$ cat src/rtl/wac_pkg.sv
package wac_pkg;
    typedef enum logic [1:0] {
        OP_HOLD    = 2'd0,
        OP_LOAD    = 2'd1,
        OP_RD_STEP = 2'd2,
        OP_WR_STEP = 2'd3
    } wac_op_e;

    function automatic int unsigned page_ofs_bits(input int unsigned addr_w);
        return (addr_w <= 8) ? 3 : 4;
    endfunction
endpackage

$ cat src/rtl/wac_op_decode.sv
module wac_op_decode
    import wac_pkg::*;
(
    input  logic    load_i,
    input  logic    rd_step_i,
    input  logic    wr_step_i,
    output wac_op_e op_o
);
    // Fixed priority: load, then read step, then write step.
    always_comb begin
        if (load_i)         op_o = OP_LOAD;
        else if (rd_step_i) op_o = OP_RD_STEP;
        else if (wr_step_i) op_o = OP_WR_STEP;
        else                op_o = OP_HOLD;
    end
endmodule

$ cat src/rtl/wac_next_addr.sv
module wac_next_addr
    import wac_pkg::*;
#(
    parameter int unsigned ADDR_W = 11,
    parameter int unsigned OFS_W  = page_ofs_bits(ADDR_W)
) (
    input  wac_op_e           op_i,
    input  logic [ADDR_W-1:0] cur_i,
    input  logic [2:0]        page_sel_i,
    input  logic [7:0]        word_byte_i,
    output logic [ADDR_W-1:0] nxt_o
);
    logic [ADDR_W-1:0] load_val;
    logic [ADDR_W-1:0] rd_val;
    logic [ADDR_W-1:0] wr_val;
    logic [OFS_W-1:0]  ofs_inc;

    generate
        if (ADDR_W > 8) begin : g_paged
            assign load_val = {page_sel_i[ADDR_W-9:0], word_byte_i};
        end else begin : g_flat
            logic [2:0] unused_sel;
            assign unused_sel = page_sel_i;
            assign load_val   = word_byte_i[ADDR_W-1:0];
        end
    endgenerate

    assign rd_val  = cur_i + {{(ADDR_W-1){1'b0}}, 1'b1};
    assign ofs_inc = cur_i[OFS_W-1:0] + {{(OFS_W-1){1'b0}}, 1'b1};
    assign wr_val  = {cur_i[ADDR_W-1:OFS_W], ofs_inc};

    always_comb begin
        unique case (op_i)
            OP_LOAD:    nxt_o = load_val;
            OP_RD_STEP: nxt_o = rd_val;
            OP_WR_STEP: nxt_o = wr_val;
            default:    nxt_o = cur_i;
        endcase
    end
endmodule

$ cat src/rtl/word_addr_ctr.sv
module word_addr_ctr
    import wac_pkg::*;
#(
    parameter int unsigned ADDR_W = 11
) (
    input  logic              clk,
    input  logic              rst_n,
    input  logic              load_i,
    input  logic              rd_step_i,
    input  logic              wr_step_i,
    input  logic [2:0]        page_sel_i,
    input  logic [7:0]        word_byte_i,
    output logic [ADDR_W-1:0] addr_o
);
    localparam int unsigned OFS_W = page_ofs_bits(ADDR_W);

    wac_op_e           op;
    logic [ADDR_W-1:0] addr_q;
    logic [ADDR_W-1:0] addr_d;

    wac_op_decode i_dec (
        .load_i    (load_i),
        .rd_step_i (rd_step_i),
        .wr_step_i (wr_step_i),
        .op_o      (op)
    );

    wac_next_addr #(.ADDR_W(ADDR_W), .OFS_W(OFS_W)) i_nxt (
        .op_i        (op),
        .cur_i       (addr_q),
        .page_sel_i  (page_sel_i),
        .word_byte_i (word_byte_i),
        .nxt_o       (addr_d)
    );

    always_ff @(posedge clk or negedge rst_n) begin
        if (!rst_n) addr_q <= '0;
        else        addr_q <= addr_d;
    end

    always_comb addr_o = addr_q;

    // a load wins and lands one cycle later
    a_r2_load_lands: assert property (@(posedge clk) disable iff (!rst_n)
        load_i |=> addr_o[7:0] == $past(word_byte_i));

    // read step advances the full address
    a_r5_read_full_wrap: assert property (@(posedge clk) disable iff (!rst_n)
        (rd_step_i && !load_i) |=> addr_o == ADDR_W'($past(addr_o) + 1));

    // write step keeps the page
    a_r4_page_kept: assert property (@(posedge clk) disable iff (!rst_n)
        (wr_step_i && !rd_step_i && !load_i)
        |=> addr_o[ADDR_W-1:OFS_W] == $past(addr_o[ADDR_W-1:OFS_W]));

    // write step advances the offset modulo the page
    a_r3_offset_step: assert property (@(posedge clk) disable iff (!rst_n)
        (wr_step_i && !rd_step_i && !load_i)
        |=> addr_o[OFS_W-1:0] == OFS_W'($past(addr_o[OFS_W-1:0]) + 1));

    // idle cycles hold the address
    a_r6_hold: assert property (@(posedge clk) disable iff (!rst_n)
        (!load_i && !rd_step_i && !wr_step_i) |=> $stable(addr_o));
endmodule

$ cat config.mk
export PLATFORM = sky130hd
export DESIGN_NAME = word_addr_ctr
export DESIGN_NICKNAME = d
export VERILOG_FILES = /design/src/rtl/wac_pkg.sv /design/src/rtl/wac_op_decode.sv /design/src/rtl/wac_next_addr.sv /design/src/rtl/word_addr_ctr.sv
export SDC_FILE = /design/constraint.sdc
export NUM_CORES = 1
export LEC_CHECK = 0
export BUFFER_PORTS_ARGS = -buffer_cell sky130_fd_sc_hd__buf_4
export CELL_PAD_IN_SITES_DETAIL_PLACEMENT = 0
export CELL_PAD_IN_SITES_GLOBAL_PLACEMENT = 1
export CORE_MARGIN = 10
export CORE_UTILIZATION = 31
export DETAILED_ROUTE_END_ITERATION = 7
export GPL_ROUTABILITY_DRIVEN = 1
export HOLD_SLACK_MARGIN = 0.06
export PLACE_DENSITY_LB_ADDON = 0.12
export SYNTH_ARGS = -nofsm -noshare
export SYNTH_HDL_FRONTEND = slang
export SYNTH_SLANG_ARGS = --single-unit
$ cat constraint.sdc
create_clock -name clk -period 2 [get_ports clk]
set_input_delay 0.1 -clock clk [delete_from_list [all_inputs] [get_ports clk]]
set_output_delay 0.1 -clock clk [all_outputs]
set_load 0.05 [all_outputs]
; ---- Yosys cells after proc, flatten, opt, wreduce, memory -nomap -nowiden
; Index checks and enable logic that the tools add are counted.
[totals]
reg_bits = 11
latchBits = 0
ram_bits = 0
romBits = 0
inputBits = 16
output_inout_bits = 11
wordCells = 15
mem_count = 0
[op_classes]
add_sub_neg = 2
n_mul = 0
div = 0
order_cmp = 0
n_eq_ne = 3
n_shift = 0
n_mux = 4
bitwise = 1
n_reduce_logical = 3
[op_table]
columns = op, count
row1 = 11-bit one-hot mux with 3 select lines, 1
row2 = "11-bit by 1-bit adder with 11-bit output, second input constant", 1
row3 = 2-bit 2-to-1 mux, 3
row4 = "4-bit by 1-bit adder with 4-bit output, second input constant", 1
row5 = "2-bit == test, second input constant", 2
row6 = 3-bit nonzero test, 1
row7 = "2-bit by 1-bit == test with 1-bit output, second input constant", 1
row8 = 2-bit AND reduction, 1
row9 = 2-bit nonzero test, 1
row10 = 1-bit NOT, 1

; ---- Logic depth before layout (Yosys ltp)
; Gate-level depths: netlist of the first run.
[depth]
depth_word = 6
mapped_depth = 8

; ---- By module
; A second synthesis of the first run with hierarchy kept.
[unflattened]
hier_cells = 82
hier_area_um2 = 739.5
[by_module_without_submodules]
columns = mod, instances, cells_per_inst, area_each_um2, seq_area_each_um2
row1 = wac_next_addr, 1, 67, 445.4, 0.0
row2 = word_addr_ctr, 1, 11, 275.3, 275.3
row3 = wac_op_decode, 1, 4, 18.8, 0.0

; ---- Worst setup path after synthesis of the first run
; OpenSTA, ideal clock, no wires.
[synth_path]
path_kind = reg-to-reg
from = reg addr_q[0] (netlist: addr_o[0])
to = reg addr_q[10] (netlist: addr_o[10])
setup_ns = 0.071
t_arrival_ns = 1.738
required_ns = 1.929
setup_slack_ns = 0.191
path_stages_with_launch = 5
n_path_buf = 0
period_less_slack_ns = 1.809
cell_sequence = dfrtp_1 -> ha_1 -> nand4_1 -> or4b_1 -> nand4_1
[synth_via]
elab_chain_len = 2
[synth_rtl]
columns = element, line_no
row1 = "start, declared", word_addr_ctr.sv:18  ; logic [ADDR_W-1:0] addr_q;
row2 = "start signal, assigned", word_addr_ctr.sv:38  ; else addr_q <= addr_d;
row3 = 11-bit by 1-bit adder with 11-bit output, wac_next_addr.sv:28  ; assign rd_val = cur_i + {{(ADDR_W-1){1'b0}}, 1'b1};
row4 = 11-bit one-hot mux with 3 select lines, wac_next_addr.sv:33  ; unique case (op_i)
; Every way passes these cells.
; A chain may end at the register's enable or synchronous reset.

; ---- Worst setup path in the final report of the first run
[layout_path]
from = reg addr_q[1] (netlist: addr_o[1])
to = reg addr_q[8] (netlist: addr_o[8])
; The elaborated chain is that of the path after synthesis.

==> impl_metrics.env, run 1 <==
export IMPL_grt_antenna_before_repair=0
export IMPL_worst_r2r_endpoint="addr_o[8]"
export IMPL_hpwl_um=1860
export IMPL_slew_headroom_pct=80.8
export IMPL_cts_buffers=3
export IMPL_clkSlewWorstSetupHoldPaths_ps=70
export IMPL_firstDrtPassIters=4
export IMPL_drive_gt1_share_pct=26.5
export IMPL_port_buffer_count=26
export IMPL_endpoint_kind="flop"
export IMPL_crit_arrival_ps=1840
export IMPL_finalWeightedCongestion=0.711
export IMPL_start_util_pct=32.9
export IMPL_core_um2=2520
export IMPL_drt_wl_total_um=2370
export IMPL_slowest_delay_ps=510
export IMPL_fmax_mhz=610
export IMPL_pwr_share_clk_pct=15.8
export IMPL_synthArstFlopShare_pct=100
export IMPL_p_per_area_nw_per_um2=850
export IMPL_dpl_cell_count=155
export IMPL_stdcell_count=162
export IMPL_synth_top_cell_area_share_pct=33.2
export IMPL_synth_most_common_cell="dfrtp_1"
export IMPL_required_ps=2200
export IMPL_die_area_um2=5150
export IMPL_clockBufferDepth=2
export IMPL_whs_ps=73.5
export IMPL_clock_sinks=11
export IMPL_areaGrowthSynthToFinish_pct=35.9
export IMPL_netlist_instances=99
export IMPL_grt_first_pass_wirelength_um=4050
export IMPL_largest_register_ffs=11
export IMPL_rsz0062_at_grt="false"
export IMPL_crit_end="addr_o[8]"
export IMPL_num_antenna_cells=0
export IMPL_via_per_inst=5.39
export IMPL_die_y_um=71.7
export IMPL_skew_ps=0.251
export IMPL_first_global_vias=856
export IMPL_crit_start="addr_o[1]"
export IMPL_finalMaxSlewViolations=0
export IMPL_rows=18
export IMPL_final_setup_viol_count=0
export IMPL_placed_area_um2=1070
export IMPL_yosysTopAreaCell="dfrtp_1"
export IMPL_fin_setup_tns_ps=0
export IMPL_pin_count=27
export IMPL_r2r_slack_ps=360
export IMPL_postCtsSetupBuffers=0
export IMPL_cellLeakagePower_nw=0.524
export IMPL_synthTopCellsByArea="dfrtp_1 (33%), ha_1 (7.5%), a22oi_1 (4.5%)"
export IMPL_synth_seq_cells=11
export IMPL_ant_nets=0
export IMPL_syn_avg_cell_area_um2=8.38
export IMPL_overflow=0
export IMPL_crit_chain="ha_1, nand4_1, or4_1, nand3_1"
export IMPL_drv_cap=0
export IMPL_start_kind="flop"
export IMPL_syn_num_nets=120
export IMPL_ir_drop_mv=0.431
export IMPL_path_max_fanout=7
export IMPL_rr_startpoint="addr_o[1]"
export IMPL_drc_errors=0
export IMPL_switching_share_pct=46.4
export IMPL_num_vias=873
export IMPL_pwr_share_seq_pct=35.1
export IMPL_cts_resized=0
export IMPL_r2r_cells=4
export IMPL_synth_edff_count=0
export IMPL_internal_power_mw=0.514
export IMPL_routedWlPerCell_um=14.6
export IMPL_synth_cell_types=33
export IMPL_hold_path_class="in -> reg"
export IMPL_p_comb_share_pct=49.1
export IMPL_cts_tree="done"
export IMPL_clkLatencyLatePin_ps=260
export IMPL_ys_seq_area_share_pct=33.2
export IMPL_synthFlopType="dfrtp_1"
export IMPL_hold_viol=0
export IMPL_post_route_period_util_pct=82.0
export IMPL_synth_common_cells="dfrtp_1 (11), inv_1 (9), nand3_1 (6)"
export IMPL_worstSetupPathType="reg -> reg"
export IMPL_htree_num_levels=1
export IMPL_design_area_um2=1130
export IMPL_slowest_stage="or4_1"
export IMPL_netlist_area_um2=830
export IMPL_drt_iter0_markers=42
export IMPL_grt_max_degree=14
export IMPL_worst_slew_pin_slew_ps=288
export IMPL_p_switching_mw=0.445
export IMPL_die_w_um=71.7
export IMPL_yosysWarnings=0
export IMPL_cts_root_buf="clkbuf_4"
export IMPL_min_period_ps=1640
export IMPL_nets=154
export IMPL_grtUsageTotal_pct=9.50
export IMPL_outcome="complete, no violations"
==> power groups by stage <==
stage               sequential [mW]  combinational, mW  clock, mW
finish                        0.336              0.471      0.151
global route                  0.349              0.510      0.173
CTS                           0.337              0.477      0.162
detailed placement            0.341              0.469          0
global placement              0.341              0.468          0
floorplan                     0.492              0.146          0
==> layout by cell type (no fill, tap or decap), drive strengths merged <==
master       synthesis  layout
mux2i                1       1
inv                  9       9
ha                   5       5
and4b                1       1
nor2b                3       3
buf                  3      30
or4b                 1       1
a22oi                5       5
nor2                 4       4
nor3                 2       2
a21oi                4       4
and3                 3       3
or3                  1       1
or2                  1       1
nand2                5       5
o21ai                5       5
o22ai                4       4
a21o                 2       2
nand4                5       5
and2                 1       1
a41oi                1       1
nor3b                4       4
a32oi                2       2
nor4                 1       1
nand2b               2       2
nand3                7       7
o211ai               3       3
a21boi               1       1
clkbuf               1       4
or4                  1       1
dlygate4sd3          0       3
dfrtp               11      11
==> worst min path at each step <==
stage | startpoint | endpoint | cells after the start
floorplan | rst_n | addr_o[0] | 0
global placement | rst_n | addr_o[8] | 1
global route | page_sel_i[0] | addr_o[8] | 3
finish | word_byte_i[4] | addr_o[4] | 3
detailed placement | rst_n | addr_o[8] | 1
CTS | word_byte_i[5] | addr_o[5] | 3
==> layer usage <==
metal | part of all wire [%] | GRT usage, %
met1 | 46 | 11.2
met2 | 47 | 15.8
met3 | 6.2 | 4.27
met4 | 0.55 | 1.29
met5 | 0 | 0
==> what timing repair did <==
item	4_1_cts	5_1_grt
hold buffers	3	0
hold endpoints to repair	13	0
setup endpoints to repair	0	0
==> area by class of cell <==
type	instances	area, um^2
sequential	11	275
inverter	9	33.8
multi-input combinational	75	499
timing repair buffer	33	255
fill	276	1400
tap	30	37.5
clock buffer	4	26.3
==> worst max-delay path: cells and delay by family, from the launching register on <==
family	cells	cell delay, ps
adder cells (fa/ha/maj)	1	330
flip-flops	1	450
AND/OR/NAND/NOR	3	810
==> cells by family after synthesis <==
| logic type | after synthesis | share of synthesized area (%) |
|---|---|---|
| AOI/OAI and AO/OA | 27 | 21.6 |
| and+or+nand+nor | 42 | 29.9 |
| adders and majority gates | 5 | 7.54 |
| muxes | 1 | 1.21 |
| buffers and inverters | 13 | 6.64 |
| DFF | 11 | 33.2 |
==> per-stage QoR <==
step	setup slack, ps	power, mW	util [%]
4_1_cts	347	0.975	44.7
5_1_grt	248	1.03	44.7
2_1_floorplan	191	0.638	-
3_5_place_dp	347	0.811	42.5
3_3_place_gp	357	0.809	42.5
6_report	361	0.958	44.7
Note: power is estimated with default switching activity, not from simulation.
==> run 2: changes to the inputs <==
--- a/config.mk
+++ b/config.mk
@@ -5,6 +5,7 @@
 export SDC_FILE = /design/constraint.sdc
 export NUM_CORES = 1
 export LEC_CHECK = 0
+export ABC_AREA = 1
 export BUFFER_PORTS_ARGS = -buffer_cell sky130_fd_sc_hd__buf_4
 export CELL_PAD_IN_SITES_DETAIL_PLACEMENT = 0
 export CELL_PAD_IN_SITES_GLOBAL_PLACEMENT = 1
==> constraint.sdc (replaced) <==
create_clock -name clk -period 1.7 [get_ports clk]
set_input_delay 0.085 -clock clk [delete_from_list [all_inputs] [get_ports clk]]
set_output_delay 0.085 -clock clk [all_outputs]
set_load 0.05 [all_outputs]
==> run 2 against run 1 <==
Setup slack got worse by 37 ps. Largest power group unchanged. Final cell count rose by 8.6%. Flip-flop and latch count did not move. Cell area fell by 3.0%. Non-clock buffer count fell by 4. Clock power rose by 26%. Maximum frequency rose by 19%.
==> impl_metrics.env, run 2 <==
export IMPL_outcome="complete, no violations"
export IMPL_pin_count=27
export IMPL_fin_setup_tns_ps=0
export IMPL_p_total_mw=1.11
export IMPL_drive_gt1_share_pct=28.8
export IMPL_synth_edff_count=0
export IMPL_layout_commonest_cell="buf_4"
export IMPL_ant_nets=0
export IMPL_yosysTopAreaCell="dfrtp_1"
export IMPL_drt_wl_total_um=2360
export IMPL_firstDrtPassIters=4
export IMPL_drt_iter0_markers=45
export IMPL_fillCellCount=258
export IMPL_fmax_mhz=727
export IMPL_port_buffer_count=26
export IMPL_synthTopCellsByArea="dfrtp_1 (34%), nand2_1 (11%), a21oi_1 (9.2%)"
export IMPL_synth_most_common_cell="nand2_1"
export IMPL_p_comb_share_pct=48.5
export IMPL_start_util_pct=32.7
export IMPL_routedWlPerCell_um=13.4
export IMPL_whs_ps=95.4
export IMPL_netlist_instances=115
export IMPL_pwr_share_seq_pct=34.5
export IMPL_die_w_um=71.4
export IMPL_path_max_fanout=6
export IMPL_p_per_area_nw_per_um2=1020
export IMPL_num_vias=834
export IMPL_yosysWarnings=0
export IMPL_synth_common_cells="nand2_1 (23), inv_1 (16), nor2_1 (16)"
export IMPL_rsz0062_at_grt="false"
export IMPL_post_route_period_util_pct=80.9
export IMPL_min_period_ps=1380
export IMPL_grt_first_pass_wirelength_um=3930
export IMPL_finalMaxSlewViolations=0
export IMPL_cpMostUsedCell="nand2_1"
export IMPL_worst_slew_pin_slew_ps=334
export IMPL_crit_arrival_ps=1580
export IMPL_cts_resized=0
export IMPL_via_per_inst=4.74
export IMPL_placed_area_um2=1060
export IMPL_largest_register_ffs=11
export IMPL_slowest_delay_ps=430
export IMPL_switching_share_pct=47.7
export IMPL_endpoint_kind="flop"
export IMPL_htree_num_levels=1
export IMPL_first_global_vias=829
export IMPL_crit_chain="ha_1, nand3_2, nor2_4, nand2_1, nand2_1, nand3_1, a21oi_2"
export IMPL_die_y_um=71.4
export IMPL_cts_buffers=3
export IMPL_final_setup_viol_count=0
export IMPL_synth_cell_types=18
export IMPL_internal_power_mw=0.583
export IMPL_synthFlopType="dfrtp_1"
export IMPL_grtUsageTotal_pct=9.16
export IMPL_stdcell_count=176
export IMPL_syn_num_nets=136
export IMPL_hold_viol=0
export IMPL_overflow=0
export IMPL_num_antenna_cells=0
export IMPL_ir_drop_mv=0.573
export IMPL_clockBufferDepth=2
export IMPL_cts_hold_buf=1
export IMPL_cts_tree="done"
export IMPL_clkLatencyLatePin_ps=270
export IMPL_final_core_util_pct=43.7
export IMPL_place_ws_ps=284
export IMPL_p_switching_mw=0.531
export IMPL_hold_path_class="in -> reg"
export IMPL_drv_cap=0
export IMPL_setup_ws_ps=324
export IMPL_syn_avg_cell_area_um2=7.12
export IMPL_clkSlewWorstSetupHoldPaths_ps=80
export IMPL_drc_errors=0
export IMPL_design_area_um2=1090
export IMPL_dpl_cell_count=171
export IMPL_required_ps=1910
export IMPL_die_area_um2=5090
export IMPL_rows=18
export IMPL_start_kind="flop"
export IMPL_postCtsSetupBuffers=0
export IMPL_clock_sinks=11
export IMPL_areaGrowthSynthToFinish_pct=33.6
export IMPL_grt_max_degree=12
export IMPL_nets=168
export IMPL_cts_root_buf="clkbuf_4"
export IMPL_cellLeakagePower_nw=0.537
export IMPL_core_um2=2500
export IMPL_synth_top_cell_area_share_pct=33.6
export IMPL_ys_seq_area_share_pct=33.6
export IMPL_slowest_stage="dfrtp_1"
export IMPL_layout_common_cells="buf_4 (28), nand2_1 (23), inv_1 (16), nor2_1 (16), a21oi_1 (15)"
export IMPL_synth_seq_cells=11
export IMPL_grt_antenna_before_repair=0
export IMPL_pwr_share_clk_pct=17.0
export IMPL_worstSetupPathType="reg -> reg"
export IMPL_finalWeightedCongestion=0.766
export IMPL_synthArstFlopShare_pct=100
export IMPL_hpwl_um=1840
export IMPL_netlist_area_um2=818
export IMPL_skew_ps=2.28
export IMPL_slew_headroom_pct=77.7
[run 2: cell types whose count changed in the layout (fill, tap and decap cells not counted), sizes merged, moves of 5 or more]
cell,change
nor2,+14
inv,+7
nand2,+18
nand4,-5
a21oi,+17
[run 2: cell families (layout without fill, tap and decap cells)]
kind of cell / count (synthesis) / in the layout / share of synthesized area (%)
and+or+nand+nor: 55 / 55 / 30.9
adders and majority gates: 5 / 5 / 7.65
DFF: 11 / 11 / 33.6
buffers and inverters: 18 / 49 / 8.41
AOI/OAI and AO/OA: 26 / 26 / 19.4
[run 2: power groups by stage]
stage | registers, mW | clock network [mW] | logic (mW)
6_report | 0.384 | 0.190 | 0.539
5_1_grt | 0.394 | 0.213 | 0.588
4_1_cts | 0.385 | 0.197 | 0.545
3_5_place_dp | 0.390 | 0 | 0.542
3_3_place_gp | 0.388 | 0 | 0.538
2_1_floorplan | 0.557 | 0 | 0.196
[run 2: critical path: cells and delay by family (launching register included)]
family          cells  cell delay, ps
fa+ha+maj           1             240
compound gates      1             120
flops               1             430
simple gates        5             520
[run 2: layer usage]
metal / share of wire (%) / global-route usage, % / vias up
li1: - / - / 436
met1: 47 / 11.6 / 379
met3: 5.3 / 3.86 / 0
met5: 0 / 0 / -
met4: 0 / 1.29 / 0
met2: 47 / 14.4 / 19
[run 2: path summary, 6_finish.rpt]
kind / to / slack (ps) / cells after the start / startpoint
max: addr_o[8] / 320 / 7 / addr_o[0]
min: addr_o[1] / 100 / 3 / word_byte_i[1]
max reg2reg: addr_o[8] / 320 / 7 / addr_o[0]
min reg2reg: addr_o[10] / 590 / 2 / addr_o[10]
max in group asynchronous: addr_o[9] / 1370 / 2 / rst_n
min in group asynchronous: addr_o[1] / 180 / 2 / rst_n
[run 2: cell type report]
type / count / area [um^2] / area share [%]
Inverter: 16 / 60.1 / 5.49
Clock buffer: 4 / 26.3 / 2.40
Timing Repair Buffer: 29 / 220 / 20.1
Tap cell: 30 / 37.5 / 3.43
Multi-Input combinational cell: 86 / 474 / 43.4
Sequential cell: 11 / 275 / 25.2
==> run 3: changes to the inputs <==
--- a/config.mk
+++ b/config.mk
@@ -10,7 +10,7 @@
 export CELL_PAD_IN_SITES_DETAIL_PLACEMENT = 0
 export CELL_PAD_IN_SITES_GLOBAL_PLACEMENT = 1
 export CORE_MARGIN = 10
-export CORE_UTILIZATION = 31
+export CORE_UTILIZATION = 30
 export DETAILED_ROUTE_END_ITERATION = 7
 export GPL_ROUTABILITY_DRIVEN = 1
 export HOLD_SLACK_MARGIN = 0.06
==> constraint.sdc (replaced) <==
create_clock -name clk -period 1.15 [get_ports clk]
set_input_delay 0.0575 -clock clk [delete_from_list [all_inputs] [get_ports clk]]
set_output_delay 0.0575 -clock clk [all_outputs]
set_load 0.05 [all_outputs]
==> run 3 against run 2 <==
The run now ends with negative setup slack left. Final cell count increased by 8.0%. Non-clock buffer count grew 14. Setup slack got worse by 420 ps. Wire length increased by 1.3%. Power up 59%. Core utilization rose by 5.6 points. Clock skew increased by 1.4 ps. Clock-buffer cell count stayed put. Sequential share of layout area fell by 2.3 points. Via count grew 3.6%.
==> impl_metrics.env, run 3 (synthesis gave the netlist of run 2 again) <==
export IMPL_num_antenna_cells=0
export IMPL_rows=18
export IMPL_design_area_um2=1250
export IMPL_required_ps=1320
export IMPL_first_global_vias=886
export IMPL_crit_arrival_ps=1410
export IMPL_grt_antenna_before_repair=0
export IMPL_placed_area_um2=1170
export IMPL_cts_buffers=3
export IMPL_layout_common_cells="buf_4 (41), nand2_1 (23), inv_1 (16), nor2_1 (16), a21oi_1 (15)"
export IMPL_ant_nets=0
export IMPL_setup_ws_ps=-91.0
export IMPL_die_y_um=72.2
export IMPL_cellLeakagePower_nw=0.597
export IMPL_p_per_area_nw_per_um2=1410
export IMPL_worstSetupPathType="reg -> reg"
export IMPL_die_w_um=72.2
export IMPL_routedWlPerCell_um=12.6
export IMPL_pin_count=27
export IMPL_clock_sinks=11
export IMPL_core_um2=2540
export IMPL_nets=182
export IMPL_stdcell_count=190
export IMPL_slew_headroom_pct=82.2
export IMPL_whs_ps=71.1
export IMPL_ir_drop_mv=0.837
export IMPL_endpoint_kind="flop"
export IMPL_start_kind="flop"
export IMPL_start_util_pct=32.2
export IMPL_dpl_cell_count=181
export IMPL_clkSlewWorstSetupHoldPaths_ps=80
export IMPL_crit_buf_inv=1
export IMPL_htree_num_levels=1
export IMPL_fmax_mhz=806
export IMPL_overflow=0
export IMPL_cts_tree="done"
export IMPL_hold_path_class="in -> reg"
export IMPL_crit_chain="ha_4, buf_4, or2_2, nand3_2, a21oi_1"
export IMPL_finalMaxSlewViolations=0
export IMPL_fin_setup_tns_ps=-344
export IMPL_outcome="complete, but fails checks"
export IMPL_place_ws_ps=-165
export IMPL_critPathTopFamily="flip-flops"
export IMPL_slowest_stage="dfrtp_2"
export IMPL_final_setup_viol_count=8
export IMPL_cts_root_buf="clkbuf_4"
export IMPL_clkLatencyLatePin_ps=270
export IMPL_largest_register_ffs=11
export IMPL_min_period_ps=1240
export IMPL_via_per_inst=4.55
export IMPL_slowest_delay_ps=440
export IMPL_drt_wl_total_um=2390
export IMPL_hpwl_um=1870
export IMPL_drv_cap=0
export IMPL_drc_errors=0
export IMPL_port_buffer_count=26
export IMPL_firstDrtPassIters=4
export IMPL_rsz0062_at_grt="true"
export IMPL_post_route_period_util_pct=108
export IMPL_final_core_util_pct=49.3
export IMPL_clockBufferDepth=2
export IMPL_die_area_um2=5220
export IMPL_num_vias=864
export IMPL_drive_gt1_share_pct=43.8
export IMPL_layout_commonest_cell="buf_4"
export IMPL_grtUsageTotal_pct=9.33
export IMPL_worst_slew_pin_slew_ps=267
export IMPL_hold_viol=0
export IMPL_grt_max_degree=12
export IMPL_skew_ps=3.65
export IMPL_p_total_mw=1.77
export IMPL_grt_first_pass_wirelength_um=3980
export IMPL_drt_iter0_markers=51
export IMPL_fillCellCount=272
export IMPL_finalWeightedCongestion=0.758
export IMPL_violations="negative setup slack"
export IMPL_areaGrowthSynthToFinish_pct=53.4
export IMPL_path_max_fanout=3
-- run 3: cell count changes in the layout (fill, tap and decap cells not counted) --
cell | previous run | this run
ha_4 | 0 | 1
nand3_2 | 2 | 4
nand3_4 | 0 | 1
dlygate4sd3_1 | 1 | 2
dfrtp_1 | 11 | 2
ha_2 | 0 | 1
dfrtp_2 | 0 | 9
buf_4 | 28 | 41
nand3_1 | 9 | 6
ha_1 | 5 | 3
a22oi_1 | 2 | 1
a22oi_2 | 0 | 1
-- run 3: worst paths after layout --
kind	from	to	slack, ps	cells after the start
worst max-delay path	addr_o[0]	addr_o[2]	-90	5
worst min-delay path	word_byte_i[1]	addr_o[1]	70	3
worst max register to register	addr_o[0]	addr_o[2]	-90	5
worst min register to register	addr_o[5]	addr_o[5]	600	2
max in group asynchronous	rst_n	addr_o[8]	820	2
min in group asynchronous	rst_n	addr_o[5]	150	2
-- run 3: tightest hold or removal path, cell delays in order --
cell and delay (ps):
buf_4 80, a21oi_1 50, a21oi_1 120
-- run 3: report_power, final --
part | internal [mW] | switching (mW)
Clock | 0.134 | 0.153
Sequential | 0.474 | 0.112
Combinational | 0.337 | 0.557
Total | 0.945 | 0.822
-- run 3: what timing repair did --
| action | in CTS | in global routing |
|---|---|---|
| pin swaps | 3 | 1 |
| setup buffers | 2 | 1 |
| hold buffers | 2 | 0 |
| hold endpoints to repair | 12 | 0 |
| setup endpoints to repair | 6 | 8 |
| resized for setup | 1 | 3 |
-- run 3: cell type report --
| type | count | area, um^2 | area share (%) |
|---|---|---|---|
| repair buffers | 43 | 328 | 26.1 |
| inverters | 16 | 60.1 | 4.79 |
| well taps | 30 | 37.5 | 2.99 |
| flip-flops and latches | 11 | 287 | 22.8 |
| clock buffers | 4 | 26.3 | 2.09 |
| multi-input cells | 86 | 517 | 41.2 |
-- run 3: routing by layer --
layer  part of all wire, %  routed length, um  vias up  GRT usage [%]
met1                    49               1170      381           12.5
met4                   1.1                 27        0           4.52
met2                    45               1060       15           13.4
met3                   5.4                129        2           2.45
met5                     0                  0        -              0
li1                      -                  -      466              -
